## src/rtl/pfp_pkg.sv

```systemverilog
package pfp_pkg;

    typedef enum logic [1:0] {
        ST_IDLE,
        ST_WAIT_ACK,
        ST_GAP,
        ST_PF_OUT
    } pf_state_e;

    // attributes of the captured fetch
    typedef struct packed {
        logic cacheable;
        logic page_cross;
    } fetch_attr_t;

    // one bit per gate; all must be 1 for an issue
    typedef struct packed {
        logic slave;
        logic same_page;
        logic cfg;
        logic streaming;
        logic not_held;
        logic steady;
    } gate_t;

    function automatic logic cfg_allows(input logic cacheable,
                                        input logic c_en,
                                        input logic nc_en,
                                        input logic nc_line8);
        return cacheable ? c_en : (nc_en && nc_line8);
    endfunction

endpackage

```

## src/rtl/pfp_addr_calc.sv

```systemverilog
module pfp_addr_calc
    import pfp_pkg::*;
#(
    parameter int ADDR_W     = 32,
    parameter int LINE_BYTES = 32,
    parameter int PAGE_BYTES = 1024
) (
    input  logic              clk,
    input  logic              rst,
    input  logic              capture,
    input  logic [ADDR_W-1:0] fetch_addr,
    input  logic              fetch_cacheable,
    output logic [ADDR_W-1:0] next_addr,
    output fetch_attr_t       attr
);
    localparam int PAGE_LSB = $clog2(PAGE_BYTES);
    localparam logic [ADDR_W-1:0] LINE_MASK_N = ~(ADDR_W'(LINE_BYTES) - ADDR_W'(1));
    localparam logic [ADDR_W-1:0] PAGE_MASK_N = ~((ADDR_W'(1) << PAGE_LSB) - ADDR_W'(1));

    logic [ADDR_W-1:0] nxt_c;
    logic              cross_c;

    always_comb begin
        nxt_c   = (fetch_addr & LINE_MASK_N) + ADDR_W'(LINE_BYTES);
        cross_c = (nxt_c & PAGE_MASK_N) != (fetch_addr & PAGE_MASK_N);
    end

    always_ff @(posedge clk) begin
        if (rst) begin
            next_addr <= '0;
            attr      <= '0;
        end else if (capture) begin
            next_addr       <= nxt_c;
            attr.cacheable  <= fetch_cacheable;
            attr.page_cross <= cross_c;
        end
    end
endmodule

```

## src/rtl/pfp_gate.sv

```systemverilog
module pfp_gate
    import pfp_pkg::*;
(
    input  fetch_attr_t attr,
    input  logic        slave_pipe_ok,
    input  logic        cfg_pf_cache_en,
    input  logic        cfg_pf_nc_en,
    input  logic        cfg_nc_line8,
    input  logic        redirect,
    input  logic        fb_hit,
    input  logic        tcm_hit,
    input  logic        xfer_active,
    input  logic        xfer_done,
    output logic        issue_ok
);
    gate_t g;

    always_comb begin
        g.slave     = slave_pipe_ok;
        g.same_page = !attr.page_cross;
        g.cfg       = cfg_allows(attr.cacheable, cfg_pf_cache_en,
                                 cfg_pf_nc_en, cfg_nc_line8);
        g.streaming = xfer_active && !xfer_done;
        // hit inputs only hold back non-cacheable prefetches
        g.not_held  = attr.cacheable || !(fb_hit || tcm_hit);
        g.steady    = !redirect;
        issue_ok    = &g;
    end
endmodule

```

## src/rtl/pfp_gap_timer.sv

```systemverilog
module pfp_gap_timer #(
    parameter int MIN_GAP = 2
) (
    input  logic clk,
    input  logic rst,
    input  logic start,
    input  logic run,
    output logic gap_ok
);
    localparam int CNT_W = $clog2(MIN_GAP + 1);
    localparam logic [CNT_W-1:0] LIMIT = CNT_W'(MIN_GAP);
    localparam logic [CNT_W-1:0] READY = CNT_W'(MIN_GAP - 1);

    logic [CNT_W-1:0] cnt;

    // cnt holds the number of cycles elapsed since the acknowledge cycle
    always_ff @(posedge clk) begin
        if (rst) begin
            cnt <= '0;
        end else if (start) begin
            cnt <= CNT_W'(1);
        end else if (run && cnt < LIMIT) begin
            cnt <= cnt + CNT_W'(1);
        end
    end

    assign gap_ok = run && (cnt >= READY);
endmodule

```

## src/rtl/pfp_ctrl.sv

```systemverilog
module pfp_ctrl
    import pfp_pkg::*;
#(
    parameter int ADDR_W     = 32,
    parameter int LINE_BYTES = 32,
    parameter int PAGE_BYTES = 1024,
    parameter int MIN_GAP    = 2
) (
    input  logic              clk,
    input  logic              rst,
    input  logic              fetch_req,
    input  logic [ADDR_W-1:0] fetch_addr,
    input  logic              fetch_cacheable,
    input  logic              bus_ack,
    input  logic              xfer_active,
    input  logic              xfer_done,
    input  logic              slave_pipe_ok,
    input  logic              cfg_pf_cache_en,
    input  logic              cfg_pf_nc_en,
    input  logic              cfg_nc_line8,
    input  logic              redirect,
    input  logic              fb_hit,
    input  logic              tcm_hit,
    input  logic              pf_ack,
    output logic              pf_req,
    output logic [ADDR_W-1:0] pf_addr
);
    pf_state_e   state, state_n;
    fetch_attr_t cap_attr;
    logic        capture, gap_start, gap_ok, issue_ok;
    logic        granted, granted_n, done_seen, done_n;

    pfp_addr_calc #(
        .ADDR_W    (ADDR_W),
        .LINE_BYTES(LINE_BYTES),
        .PAGE_BYTES(PAGE_BYTES)
    ) u_addr (
        .clk            (clk),
        .rst            (rst),
        .capture        (capture),
        .fetch_addr     (fetch_addr),
        .fetch_cacheable(fetch_cacheable),
        .next_addr      (pf_addr),
        .attr           (cap_attr)
    );

    pfp_gate u_gate (
        .attr           (cap_attr),
        .slave_pipe_ok  (slave_pipe_ok),
        .cfg_pf_cache_en(cfg_pf_cache_en),
        .cfg_pf_nc_en   (cfg_pf_nc_en),
        .cfg_nc_line8   (cfg_nc_line8),
        .redirect       (redirect),
        .fb_hit         (fb_hit),
        .tcm_hit        (tcm_hit),
        .xfer_active    (xfer_active),
        .xfer_done      (xfer_done),
        .issue_ok       (issue_ok)
    );

    pfp_gap_timer #(
        .MIN_GAP(MIN_GAP)
    ) u_gap (
        .clk   (clk),
        .rst   (rst),
        .start (gap_start),
        .run   (state == ST_GAP),
        .gap_ok(gap_ok)
    );

    assign pf_req = (state == ST_PF_OUT) && !granted;

    always_comb begin
        state_n   = state;
        capture   = 1'b0;
        gap_start = 1'b0;
        granted_n = granted;
        done_n    = done_seen;
        unique case (state)
            ST_IDLE: begin
                if (fetch_req) begin
                    capture = 1'b1;
                    state_n = ST_WAIT_ACK;
                end
            end
            ST_WAIT_ACK: begin
                if (redirect) begin
                    state_n = ST_IDLE;
                end else if (bus_ack) begin
                    gap_start = 1'b1;
                    state_n   = ST_GAP;
                end
            end
            ST_GAP: begin
                if (redirect || xfer_done) begin
                    state_n = ST_IDLE;
                end else if (gap_ok && issue_ok) begin
                    granted_n = 1'b0;
                    done_n    = 1'b0;
                    state_n   = ST_PF_OUT;
                end
            end
            ST_PF_OUT: begin
                granted_n = granted | (pf_ack & pf_req);
                done_n    = done_seen | xfer_done;
                if (granted_n && done_n) begin
                    state_n = ST_IDLE;
                end
            end
            default: state_n = ST_IDLE;
        endcase
    end

    always_ff @(posedge clk) begin
        if (rst) begin
            state     <= ST_IDLE;
            granted   <= 1'b0;
            done_seen <= 1'b0;
        end else begin
            state     <= state_n;
            granted   <= granted_n;
            done_seen <= done_n;
        end
    end
endmodule

```

## config.mk

```make
export PLATFORM = sky130hd
export DESIGN_NAME = pfp_ctrl
export DESIGN_NICKNAME = d
export VERILOG_FILES = /design/src/rtl/pfp_pkg.sv /design/src/rtl/pfp_addr_calc.sv /design/src/rtl/pfp_gate.sv /design/src/rtl/pfp_gap_timer.sv /design/src/rtl/pfp_ctrl.sv
export SDC_FILE = /design/constraint.sdc
export NUM_CORES = 1
export LEC_CHECK = 0
export BUFFER_PORTS_ARGS = -buffer_cell sky130_fd_sc_hd__buf_4
export CAP_MARGIN = 10
export CORE_UTILIZATION = 43
export CTS_CLUSTER_DIAMETER = 150
export CTS_CLUSTER_SIZE = 8
export DETAILED_ROUTE_END_ITERATION = 6
export HOLD_SLACK_MARGIN = 0.12
export PLACE_DENSITY = 0.76
export REMOVE_ABC_BUFFERS = 1
export SKIP_CTS_REPAIR_TIMING = 1
export SLEW_MARGIN = 20
export SYNTH_ARGS = -nofsm -noshare
export SYNTH_HDL_FRONTEND = slang
export SYNTH_SLANG_ARGS = --single-unit
```

## constraint.sdc

```tcl
create_clock -name clk -period 1.6 [get_ports clk]
set_input_delay 0.32 -clock clk [delete_from_list [all_inputs] [get_ports clk]]
set_output_delay 0.32 -clock clk [all_outputs]
set_load 0.01 [all_outputs]
```

==> metrics.yaml <==
fp.dieH_um: 69.2
grt_pass1_vias: 1930
cts_sinks: 35
synth_seq_cells: 35
syn_area_per_cell_um2: 8.29
rr_endpoint: "state[0]"
final_common_cell: "buf_4"
p_leak_nw: 1.19
start_kind: "register"
synthTopCellsByArea: "dfxtp_1 36%, nor2_1 6.6%, a211oi_1 5.8%"
ys_warn_count: 0
synth_area_leader_cell: "dfxtp_1"
netlist_area_um2: 1940
clock_skew_ns: 0.00514
ys.flop_type: "dfxtp_1"
cp_data_required_time_ns: 1.28
power_density_nw_per_um2: 773
clockRootBuffer: "clkbuf_8"
die_width_um: 69.2
hold_viol: 0
port_buffers: 69
hold_class: "primary input to register"
grt_pass1_wl_um: 8470
antenna_found_initial: 0
layout_common_cells: "108 x buf_4, 34 x nor2_1, 34 x dfxtp_1, 16 x nand2_1, 15 x a211oi_1"
async_flop_share_pct: 0
hold_end: "u_addr.attr[1]"
start_util_pct: 44.5
grtUsageTotal_pct: 21.5
drive_above_1_share_pct: 37.9
clock_latency_ns: 0.29
rr_worst_depth: 3
diodes: 0
wl_per_cell_um: 13.0
criticalPathCategory: "register to output pin"
ios: 80
arrival_ns: 1.23
fin_tns_setup_ns: 0
syn2layout_area_growth_pct: 45.7
drcViolationCount: 0
cts-htree-levels: 2
via_count: 2098
hold_depth: 3
synth_edf_count: 0
min_from: "fetch_cacheable"
status: "finished clean"
num_rows: 24
rrSetupSlack_ns: 0.16
final_core_util_pct: 64.9
fmax_ghz: 0.647
synth_cell_type_count: 47
rsz0062_at_grt: "true"
final_nets: 383
tritoncts: "built"
seq_area_frac_synth_pct: 36.1
finalSetupViolCount: 0
period_share_pct: 96.6
holdWs_ns: 0.273
drt_first_pass_iters: 4
die-area_um2: 4780
synth.top_cell.area_share_pct: 36.1
syn_inst: 234
path_clk_slew_ns: 0.07
grt_max_degree: 36
cts_buffers: 5
slew_violations: 0
drt_iter0_drc: 54
coreArea_um2: 4350
dpl.hpwl_um: 3900
grt_overflow: 0
min_period_ns: 1.55
crit_fanout: 8
vdd_drop_max_mv: 0.347
antenna_left: 0
postPlaceCellArea_um2: 2740
end_kind: "output pin"
power_mw: 2.18
clockBufferDepth: 2
wl_um: 5030
cap_violations: 0
stdcell_area_um2: 2830
place_congestion: 0.796
post_drt_via_cell_ratio: 5.42
r2r_start: "u_addr.attr[1]"
## stage by stage
stage / std cells / setup slack [ns]
2_1_floorplan: 219 / -0.999
6_report: 387 / 0.0544
4_1_cts: 387 / 0.0374
5_1_grt: 387 / -0.00173
3_3_place_gp: 379 / -0.189
3_5_place_dp: 379 / -0.218
## worst max-delay path, stage by stage (launching register included)
cell and delay (ns):
dfxtp_1 0.48, buf_4 0.18, nand2_1 0.05, nor2_1 0.10
buf_4 0.12
## cell type report
type | count | area [um^2]
fillers | 410 | 1530
well taps | 52 | 65.1
multi-input cells | 180 | 1150
flip-flops and latches | 35 | 702
clock buffers | 5 | 68.8
repair buffers | 108 | 811
clock inverters | 3 | 15.0
inverters | 4 | 15.0
## how the worst max path moves through the flow
| stage | from | end | depth (start not counted) |
|---|---|---|---|
| 2_1_floorplan | state[1] | u_addr.next_addr[26] | 4 |
| 3_3_place_gp | fetch_addr[5] | u_addr.next_addr[31] | 6 |
| 3_5_place_dp | fetch_addr[5] | u_addr.next_addr[31] | 6 |
| 4_1_cts | state[0] | pf_req | 4 |
| 5_1_grt | state[0] | pf_req | 4 |
| 6_report | state[0] | pf_req | 4 |
## report_power, final
group / internal, mW / total [mW] / leakage, nW / switching (mW)
Clock: 0.298 / 0.624 / 0.0477 / 0.326
Combinational: 0.298 / 0.566 / 0.856 / 0.269
Sequential: 0.947 / 0.994 / 0.289 / 0.0462
## state kept, by name, indices dropped and copies added, names as in the netlist
signal / cells
u_addr.next_addr: 27
state: 2
u_addr.attr: 2
u_gap.cnt: 2
done_seen: 1
granted: 1
## metal layers
metal  part of all wire [%]  GRT usage, %
met5                      0             0
met4                    1.1          4.99
met3                    4.5          4.53
met2                     49          36.5
met1                     45          27.7
## cells by family (layout without fill, tap and decap cells)
family          after synthesis  count (layout)  share of synthesized area, %
simple gates                108             108                          30.3
flops                        35              35                          36.1
xor+xnor                     14              14                          6.32
fa+ha+maj                     2               2                          1.29
compound gates               51              51                          19.9
other cells                   1               5                         0.193
buf+inv                      23             120                          5.87
## Yosys cell counts, drive strengths merged (2+ instances only)
cell type	n
and3	4
or4	5
ha	2
a311oi	12
a211oi	15
or3	4
xnor2	7
nand4	9
and4	6
a21oi	3
nor4	6
nor2	34
a31oi	4
nor3	7
o21ai	4
xor2	7
nand2b	2
dfxtp	35
inv	4
and2	4
nand3	6
buf	8
or2	2
nand2	17
clkbuf	11
o31ai	5
No activity file was read; power rests on OpenSTA's default activity.
